## src/rtl/i2c_reg_pkg.sv

```systemverilog
package i2c_reg_pkg;
  localparam int unsigned BYTE_W = 8;
  localparam int unsigned REG_AW = BYTE_W - 1;
  localparam int unsigned CNT_W  = $clog2(BYTE_W + 1);

  typedef enum logic [3:0] {
    ST_IDLE,
    ST_ADDR,
    ST_ADDR_ACK,
    ST_SUB,
    ST_SUB_ACK,
    ST_WDATA,
    ST_WDATA_ACK,
    ST_RFETCH,
    ST_RDATA,
    ST_RACK
  } tgt_state_e;
endpackage

```

## src/rtl/i2c_line_sync.sv

```systemverilog
module i2c_line_sync #(
  parameter int unsigned STAGES = 2
) (
  input  logic clk_i,
  input  logic rst_ni,
  input  logic scl_i,
  input  logic sda_i,
  output logic scl_s_o,
  output logic sda_s_o,
  output logic scl_rise_o,
  output logic scl_fall_o,
  output logic start_o,
  output logic stop_o
);
  logic [STAGES-1:0] scl_q, sda_q;
  logic scl_d, sda_d;

  always_ff @(posedge clk_i or negedge rst_ni) begin
    if (!rst_ni) begin
      scl_q <= '1;
      sda_q <= '1;
      scl_d <= 1'b1;
      sda_d <= 1'b1;
    end else begin
      scl_q <= {scl_q[STAGES-2:0], scl_i};
      sda_q <= {sda_q[STAGES-2:0], sda_i};
      scl_d <= scl_q[STAGES-1];
      sda_d <= sda_q[STAGES-1];
    end
  end

  assign scl_s_o    = scl_q[STAGES-1];
  assign sda_s_o    = sda_q[STAGES-1];
  assign scl_rise_o = scl_s_o & ~scl_d;
  assign scl_fall_o = ~scl_s_o & scl_d;
  // SDA edge with SCL high in both samples
  assign start_o    = scl_s_o & scl_d & sda_d & ~sda_s_o;
  assign stop_o     = scl_s_o & scl_d & ~sda_d & sda_s_o;
endmodule

```

## src/rtl/i2c_reg_port.sv

```systemverilog
module i2c_reg_port
  import i2c_reg_pkg::*;
(
  input  logic              clk_i,
  input  logic              rst_ni,
  input  logic              wr_req_i,
  input  logic              rd_req_i,
  input  logic [BYTE_W-1:0] wdata_i,
  input  logic              load_ptr_i,
  input  logic [REG_AW-1:0] ptr_val_i,
  input  logic              auto_val_i,
  input  logic              reg_ready_i,
  input  logic [BYTE_W-1:0] reg_rdata_i,
  output logic [REG_AW-1:0] reg_addr_o,
  output logic [BYTE_W-1:0] reg_wdata_o,
  output logic              reg_we_o,
  output logic              reg_re_o,
  output logic              rdata_vld_o,
  output logic [BYTE_W-1:0] rdata_o,
  output logic              hold_scl_o
);
  logic [REG_AW-1:0] ptr_q;
  logic              auto_q, cap_q, cap_d_q;
  logic              accept;

  assign accept = (reg_we_o | reg_re_o) & reg_ready_i;

  always_ff @(posedge clk_i or negedge rst_ni) begin
    if (!rst_ni) begin
      ptr_q       <= '0;
      auto_q      <= 1'b0;
      reg_we_o    <= 1'b0;
      reg_re_o    <= 1'b0;
      reg_wdata_o <= '0;
      cap_q       <= 1'b0;
      cap_d_q     <= 1'b0;
    end else begin
      cap_q   <= reg_re_o & reg_ready_i;
      cap_d_q <= cap_q;
      if (load_ptr_i) begin
        ptr_q  <= ptr_val_i;
        auto_q <= auto_val_i;
      end else if (accept && auto_q) begin
        ptr_q <= ptr_q + 1'b1;
      end
      if (accept) begin
        reg_we_o <= 1'b0;
        reg_re_o <= 1'b0;
      end
      if (wr_req_i) begin
        reg_we_o    <= 1'b1;
        reg_wdata_o <= wdata_i;
      end
      if (rd_req_i) reg_re_o <= 1'b1;
    end
  end

  assign reg_addr_o  = ptr_q;
  assign rdata_vld_o = cap_q;
  assign rdata_o     = reg_rdata_i;
  // keep SCL low one cycle past capture so SDA settles first
  assign hold_scl_o  = reg_we_o | reg_re_o | cap_q | cap_d_q;

  p_req_stable_r8: assert property (@(posedge clk_i) disable iff (!rst_ni)
    ((reg_we_o || reg_re_o) && !reg_ready_i) |=>
      ($stable(reg_we_o) && $stable(reg_re_o) && $stable(reg_addr_o) && $stable(reg_wdata_o)));

  p_auto_step_r5: assert property (@(posedge clk_i) disable iff (!rst_ni)
    (accept && auto_q && !load_ptr_i) |=> (reg_addr_o == $past(reg_addr_o) + 1'b1));

  p_fixed_reg_r6: assert property (@(posedge clk_i) disable iff (!rst_ni)
    (accept && !auto_q && !load_ptr_i) |=> $stable(reg_addr_o));

  p_one_req_r4: assert property (@(posedge clk_i) disable iff (!rst_ni)
    !(reg_we_o && reg_re_o));
endmodule

```

## src/rtl/i2c_target_fsm.sv

```systemverilog
module i2c_target_fsm
  import i2c_reg_pkg::*;
#(
  parameter logic [6:0] DEV_ADDR = 7'h1D
) (
  input  logic              clk_i,
  input  logic              rst_ni,
  input  logic              scl_s_i,
  input  logic              sda_s_i,
  input  logic              scl_rise_i,
  input  logic              scl_fall_i,
  input  logic              start_i,
  input  logic              stop_i,
  input  logic              rdata_vld_i,
  input  logic [BYTE_W-1:0] rdata_i,
  output logic              sda_oe_o,
  output logic              wr_req_o,
  output logic              rd_req_o,
  output logic [BYTE_W-1:0] wdata_o,
  output logic              load_ptr_o,
  output logic [REG_AW-1:0] ptr_val_o,
  output logic              auto_val_o
);
  localparam logic [CNT_W-1:0] FULL = CNT_W'(BYTE_W);

  tgt_state_e        state_q;
  logic [CNT_W-1:0]  cnt_q;
  logic [BYTE_W-1:0] sh_q;
  logic              rw_q, nack_q;

  always_ff @(posedge clk_i or negedge rst_ni) begin
    if (!rst_ni) begin
      state_q    <= ST_IDLE;
      cnt_q      <= '0;
      sh_q       <= '0;
      rw_q       <= 1'b0;
      nack_q     <= 1'b0;
      sda_oe_o   <= 1'b0;
      wr_req_o   <= 1'b0;
      rd_req_o   <= 1'b0;
      load_ptr_o <= 1'b0;
    end else begin
      wr_req_o   <= 1'b0;
      rd_req_o   <= 1'b0;
      load_ptr_o <= 1'b0;
      if (start_i) begin
        state_q  <= ST_ADDR;
        cnt_q    <= '0;
        sda_oe_o <= 1'b0;
      end else if (stop_i) begin
        state_q  <= ST_IDLE;
        sda_oe_o <= 1'b0;
      end else begin
        unique case (state_q)
          ST_ADDR, ST_SUB, ST_WDATA: begin
            if (scl_rise_i && cnt_q != FULL) begin
              sh_q  <= {sh_q[BYTE_W-2:0], sda_s_i};
              cnt_q <= cnt_q + 1'b1;
            end else if (scl_fall_i && cnt_q == FULL) begin
              cnt_q <= '0;
              if (state_q == ST_ADDR) begin
                if (sh_q[BYTE_W-1:1] == DEV_ADDR) begin
                  sda_oe_o <= 1'b1;
                  rw_q     <= sh_q[0];
                  state_q  <= ST_ADDR_ACK;
                end else begin
                  state_q <= ST_IDLE;
                end
              end else if (state_q == ST_SUB) begin
                sda_oe_o   <= 1'b1;
                load_ptr_o <= 1'b1;
                state_q    <= ST_SUB_ACK;
              end else begin
                sda_oe_o <= 1'b1;
                wr_req_o <= 1'b1;
                state_q  <= ST_WDATA_ACK;
              end
            end
          end
          ST_ADDR_ACK: if (scl_fall_i) begin
            sda_oe_o <= 1'b0;
            if (rw_q) begin
              rd_req_o <= 1'b1;
              state_q  <= ST_RFETCH;
            end else begin
              state_q <= ST_SUB;
            end
          end
          ST_SUB_ACK, ST_WDATA_ACK: if (scl_fall_i) begin
            sda_oe_o <= 1'b0;
            state_q  <= ST_WDATA;
          end
          ST_RFETCH: if (rdata_vld_i) begin
            sh_q     <= rdata_i;
            sda_oe_o <= ~rdata_i[BYTE_W-1];
            cnt_q    <= '0;
            state_q  <= ST_RDATA;
          end
          ST_RDATA: begin
            if (scl_rise_i) cnt_q <= cnt_q + 1'b1;
            else if (scl_fall_i) begin
              if (cnt_q == FULL) begin
                sda_oe_o <= 1'b0;
                cnt_q    <= '0;
                state_q  <= ST_RACK;
              end else begin
                sh_q     <= {sh_q[BYTE_W-2:0], 1'b0};
                sda_oe_o <= ~sh_q[BYTE_W-2];
              end
            end
          end
          ST_RACK: begin
            if (scl_rise_i) nack_q <= sda_s_i;
            else if (scl_fall_i) begin
              if (!nack_q) begin
                rd_req_o <= 1'b1;
                state_q  <= ST_RFETCH;
              end else begin
                state_q <= ST_IDLE;
              end
            end
          end
          default: ;
        endcase
      end
    end
  end

  assign wdata_o    = sh_q;
  assign ptr_val_o  = sh_q[REG_AW-1:0];
  assign auto_val_o = sh_q[BYTE_W-1];

  p_sda_rise_low_r10: assert property (@(posedge clk_i) disable iff (!rst_ni)
    $rose(sda_oe_o) |-> !scl_s_i);

  p_sda_fall_low_r10: assert property (@(posedge clk_i) disable iff (!rst_ni)
    $fell(sda_oe_o) |-> !scl_s_i);

  p_idle_quiet_r3: assert property (@(posedge clk_i) disable iff (!rst_ni)
    (state_q == ST_IDLE) |-> (!sda_oe_o && !wr_req_o && !rd_req_o));

  p_start_restarts_r9: assert property (@(posedge clk_i) disable iff (!rst_ni)
    start_i |=> (state_q == ST_ADDR && cnt_q == '0 && !wr_req_o));
endmodule

```

## src/rtl/i2c_reg_target.sv

```systemverilog
module i2c_reg_target
  import i2c_reg_pkg::*;
#(
  parameter logic [6:0]  DEV_ADDR    = 7'h1D,
  parameter int unsigned SYNC_STAGES = 2
) (
  input  logic              clk_i,
  input  logic              rst_ni,
  input  logic              scl_i,
  output logic              scl_oe_o,
  input  logic              sda_i,
  output logic              sda_oe_o,
  output logic [REG_AW-1:0] reg_addr_o,
  output logic [BYTE_W-1:0] reg_wdata_o,
  output logic              reg_we_o,
  output logic              reg_re_o,
  input  logic              reg_ready_i,
  input  logic [BYTE_W-1:0] reg_rdata_i
);
  logic scl_s, sda_s, scl_rise, scl_fall, start_det, stop_det;
  logic wr_req, rd_req, load_ptr, auto_val, rdata_vld;
  logic [BYTE_W-1:0] wdata, rdata;
  logic [REG_AW-1:0] ptr_val;

  i2c_line_sync #(.STAGES(SYNC_STAGES)) u_sync (
    .clk_i, .rst_ni, .scl_i, .sda_i,
    .scl_s_o(scl_s), .sda_s_o(sda_s), .scl_rise_o(scl_rise),
    .scl_fall_o(scl_fall), .start_o(start_det), .stop_o(stop_det)
  );

  i2c_target_fsm #(.DEV_ADDR(DEV_ADDR)) u_fsm (
    .clk_i, .rst_ni,
    .scl_s_i(scl_s), .sda_s_i(sda_s), .scl_rise_i(scl_rise),
    .scl_fall_i(scl_fall), .start_i(start_det), .stop_i(stop_det),
    .rdata_vld_i(rdata_vld), .rdata_i(rdata),
    .sda_oe_o, .wr_req_o(wr_req), .rd_req_o(rd_req), .wdata_o(wdata),
    .load_ptr_o(load_ptr), .ptr_val_o(ptr_val), .auto_val_o(auto_val)
  );

  i2c_reg_port u_port (
    .clk_i, .rst_ni,
    .wr_req_i(wr_req), .rd_req_i(rd_req), .wdata_i(wdata),
    .load_ptr_i(load_ptr), .ptr_val_i(ptr_val), .auto_val_i(auto_val),
    .reg_ready_i, .reg_rdata_i,
    .reg_addr_o, .reg_wdata_o, .reg_we_o, .reg_re_o,
    .rdata_vld_o(rdata_vld), .rdata_o(rdata), .hold_scl_o(scl_oe_o)
  );

  p_stretch_low_r8: assert property (@(posedge clk_i) disable iff (!rst_ni)
    $rose(scl_oe_o) |-> !scl_s);
endmodule

```

## config.mk

```make
export PLATFORM = sky130hd
export DESIGN_NAME = i2c_reg_target
export DESIGN_NICKNAME = d
export VERILOG_FILES = /design/src/rtl/i2c_reg_pkg.sv /design/src/rtl/i2c_line_sync.sv /design/src/rtl/i2c_reg_port.sv /design/src/rtl/i2c_target_fsm.sv /design/src/rtl/i2c_reg_target.sv
export SDC_FILE = /design/constraint.sdc
export NUM_CORES = 1
export LEC_CHECK = 0
export BUFFER_PORTS_ARGS = -buffer_cell sky130_fd_sc_hd__buf_4
export CORE_MARGIN = 1.5
export CORE_UTILIZATION = 40
export CTS_CLUSTER_DIAMETER = 80
export DETAILED_ROUTE_END_ITERATION = 8
export HOLD_SLACK_MARGIN = 0.08
export PLACE_DENSITY_LB_ADDON = 0.2
export REMOVE_ABC_BUFFERS = 1
export SLEW_MARGIN = 5
export SYNTH_ARGS = -nofsm -noshare
export SYNTH_HDL_FRONTEND = slang
export SYNTH_SLANG_ARGS = --single-unit
```

## constraint.sdc

```tcl
create_clock -name clk_i -period 3.5 [get_ports clk_i]
set_clock_uncertainty 0.15 [all_clocks]
set_input_delay 0.525 -clock clk_i [delete_from_list [all_inputs] [get_ports clk_i]]
set_output_delay 0.525 -clock clk_i [all_outputs]
set_load 0.01 [all_outputs]
```

==> results.md <==
- The number of flip-flops and latches in the synthesized netlist is 48.
- For the worst-skew pair, the clock arrives at the later sink with an insertion delay of 290 ps.
- Setup violations remaining at the end of the flow were counted as 0.
- Yosys attributes the largest share of cell area to sky130_fd_sc_hd__dfrtp_1, sky130_fd_sc_hd__mux2_2, sky130_fd_sc_hd__dfstp_2, sky130_fd_sc_hd__ha_1, sky130_fd_sc_hd__o21ai_0.
- STA classifies the critical path startpoint as a flop.
- The first detailed-routing pass took 4 iterations.
- The number of cells in the finished layout apart from fillers is 343.
- The combined area of all synthesized cells is 0.00264 mm^2.
- From synthesis to final layout, the design area changed by 13.6%.
- In the final layout, the multi-input gates occupy 0.00131 mm^2.
- In this run, the number of DRC markers left after iteration 0 of detailed routing was 135.
- For this design the top-level I/O count stands at 32.
- The number of antenna diodes in the final layout is 0.
- For the pin with the worst max-slew slack, the measured transition is 688 ps.
- IR analysis of the VDD net gives a maximum drop of 0.327 mV.
- The share of final-layout standard cells stronger than drive strength 1 is 30.1%.
- After synthesis, the largest area contributor takes up 39.8% of total cell area.
- The core occupancy in the finished layout is 47.2%.
- The static leakage power is 1.33 nW.
- The final worst slack is 1090 ps.
- The switching part of the total is 36.3%.
- Among cell families on the critical path, the largest total delay comes from flip-flops.
- The number of setup buffers added after CTS is 0.
- Summing all flip-flop and latch instances after layout gives 0.00121 mm^2.
- Synthesis produced a netlist whose cell count is 240.
- Adding up every negative setup slack in the final design gives 0 ps.
- The power per standard cell area is 642 mW/mm^2.
- After detailed routing, the number of vias per cell comes to 5.41.
- The final critical path takes up 68.7% of the cycle.
- Counting the buffers created by CTS gives 5.
- Summed over all nets, the switching power comes to 0.699 mW.
- For this configuration, the core starts out at a cell density of 41.6%.
- The via count of the first global-routing pass is 1,845.
- The critical path contains buffers and inverters numbering 0 combined.
- The portion of total power attributed to combinational logic is 36.4%.
- After legalization and detailed placement, the total HPWL measured 3820 um.
- The final count of pins violating max slew came to 0.
- The required time at the endpoint of the critical path is 3530 ps.
- The final-stage net count is 284.
- The via count of the routed design is 1,855.
- Counting the fill cells in the layout gives 589.
- In the synthesized netlist the dominant register cell turns out to be sky130_fd_sc_hd__dfrtp_1.
- The per-instance average area after synthesis is 11.0 um^2.
- The largest single stage delay on the critical path is 640 ps.
- The share of the Yosys chip area taken by registers is 45.8%.
- Overall power consumption after layout is estimated at 1.93 mW.
- The floorplan step defined a core boundary enclosing 0.00635 mm^2.
- Traced cell by cell, the critical path runs through or3b_1 > a21oi_2 > o21ai_1 > a21oi_4 > mux2_2.
- The sink count of the clock tree is 48.
- The number of hold buffers added after cts is 0.
- The vertical extent of the die is 84.2 um.
- The yosys synthesis warning count is 0.
- The worst slew margin relative to its limit is 54.1%.
- Of all cell types, the one taking the most synthesized area is sky130_fd_sc_hd__dfrtp_1.
- The clock tree from TritonCTS is done.
- Timing would allow up to 416 MHz.
- The endpoint type of the worst setup path is a flop.
- The run finished with clean final reports.
- The cell with the largest stage delay on the worst path is sky130_fd_sc_hd__dfrtp_1.
- The total congestion overflow is 0.
- Setup repair after global routing left no endpoint under its margin.
- The internal portion of the total power is 1.23 mW.
- In the post-synthesis netlist, the cell with the most instances is sky130_fd_sc_hd__dfrtp_1.
- The global-route usage over all layers is 15.9%.
- The DRC violations left is 0.
- The data arrival time of the worst path is 2430 ps.
- The die covers 0.00710 mm^2.
- After clock tree synthesis, the clock-pin slew on the worst setup and hold paths is 80 ps.
- The count of instances resized after the clock tree is built is 0.
- Of all nets on the critical path, the largest fanout is 23.
- The worst-case setup slack after placement is 1110 ps.
- The number of synthesized flops with an enable pin is 0.
- The number of antenna violations at the first check in global routing is 0.
- The sequential group share of total power is 43.5%.
- The worst setup path is of the reg -> reg kind.
- The placement row count is 29.
- Entering global routing, the biggest net connects 49 pins.
- The path class of the tightest hold or removal check is in -> async.
- By count the netlist is led by sky130_fd_sc_hd__dfrtp_1, sky130_fd_sc_hd__mux2_2, sky130_fd_sc_hd__nand2_1.
- After detailed routing, the average wire length per cell comes to 15.4 um.
- The max capacitance violation total is 0.
- The wire length of the first global-routing pass is 9120 um.
- Input and output buffers added on the ports amount to 31.
- The netlist uses 61 different library cells.
- In this run the clock root is driven by a sky130_fd_sc_hd__clkbuf_8.
- The clock group share of total power is 20.1%.
- The number of endpoints with negative hold slack in the final report is 0.
- The routed design has 5290 um of wire.
- The remaining antenna violation count is 0.
- The final weighted congestion in routability-driven placement is 0.801.
- Measured along the x axis, the die boundary spans 84.2 um.
- The H-tree level count is 2.
- Counting along the longest clock path gives a buffer depth of 2.
- Counting tap cells, the placed design contains a total of 335 instances.
- The fraction of synthesis flops using an asynchronous set or reset pin is 100%.
- After layout, the minimum clock period comes to 2410 ps.
## registers in the layout (all words and copies together), names as in the netlist, 2 cells and up
name                cells
u_fsm.state_q           4
u_sync.scl_q            2
u_fsm.cnt_q             4
u_port.reg_wdata_o      8
u_sync.sda_q            2
u_fsm.wdata_o           8
u_port.reg_addr_o       7
## per-stage QoR
stage / hold slack [ps] / area (um^2)
after floorplan: 79.4 / 2560
after global placement: 196 / 2890
after detailed placement: 198 / 2890
after CTS: 112 / 3000
after global routing: 140 / 3000
final: 89.5 / 3000
## metal layers
| layer | wire length [um] | vias to the layer above | track usage [%] |
|---|---|---|---|
| li1 | - | 921 | - |
| met1 | 2700 | 892 | 23.9 |
| met2 | 2280 | 36 | 23.2 |
| met3 | 241 | 6 | 3.54 |
| met4 | 65 | 0 | 4.32 |
| met5 | 0 | - | 0 |
## power by group through the flow
stage / Clock, mW / Sequential (mW) / Combinational (mW)
final: 0.388 / 0.839 / 0.700
after global routing: 0.424 / 0.862 / 0.772
after CTS: 0.402 / 0.837 / 0.704
after detailed placement: 0 / 0.848 / 0.702
after global placement: 0 / 0.840 / 0.695
after floorplan: 0 / 0.786 / 0.571
## final timing paths
path | end | start | slack, ps | depth (start not counted)
setup / recovery | u_fsm.wdata_o[3]$_DFFE_PN0P_ | u_fsm.state_q[1]$_DFFE_PN0P_ | 1090 | 5
hold / removal | u_fsm.cnt_q[2]$_DFFE_PN0P_ | rst_ni | 90 | 1
setup reg to reg | u_fsm.wdata_o[3]$_DFFE_PN0P_ | u_fsm.state_q[1]$_DFFE_PN0P_ | 1090 | 5
hold reg to reg | u_sync.sda_q[1]$_DFF_PN1_ | u_sync.sda_q[0]$_DFF_PN1_ | 210 | 0
max in group asynchronous | u_port.reg_wdata_o[0]$_DFFE_PN0P_ | rst_ni | 2700 | 1
min in group clk_i | u_sync.scl_q[0]$_DFF_PN1_ | scl_i | 190 | 1
## cell usage in the layout, fill, tap and decap left out, types with 6 or more instances in the layout
master / instances
sky130_fd_sc_hd__nor2_1: 10
sky130_fd_sc_hd__buf_4: 31
sky130_fd_sc_hd__o21ai_0: 12
sky130_fd_sc_hd__mux2_2: 25
sky130_fd_sc_hd__inv_1: 11
sky130_fd_sc_hd__ha_1: 6
sky130_fd_sc_hd__nand2_1: 13
sky130_fd_sc_hd__nand3_1: 6
sky130_fd_sc_hd__dfrtp_1: 42
sky130_fd_sc_hd__dfstp_2: 6
sky130_fd_sc_hd__a21oi_1: 11
## layout make-up
cell class,instances,area share (%)
tap,77,3.21
clock buffer,6,2.42
timing repair buffer,31,7.76
clock inverter,2,1.17
sequential,48,40.3
multi-input combinational,168,43.8
inverter,11,1.38
## logic make-up after synthesis
logic type | synth area share, %
adders and majority gates | 2.84
xor gates and xnor gates | 2.65
and+or+nand+nor | 16.5
AOI/OAI and AO/OA | 14.7
muxes | 13.0
DFF | 45.8
buffers and inverters | 4.50
Note: power is estimated with default switching activity, not from simulation.
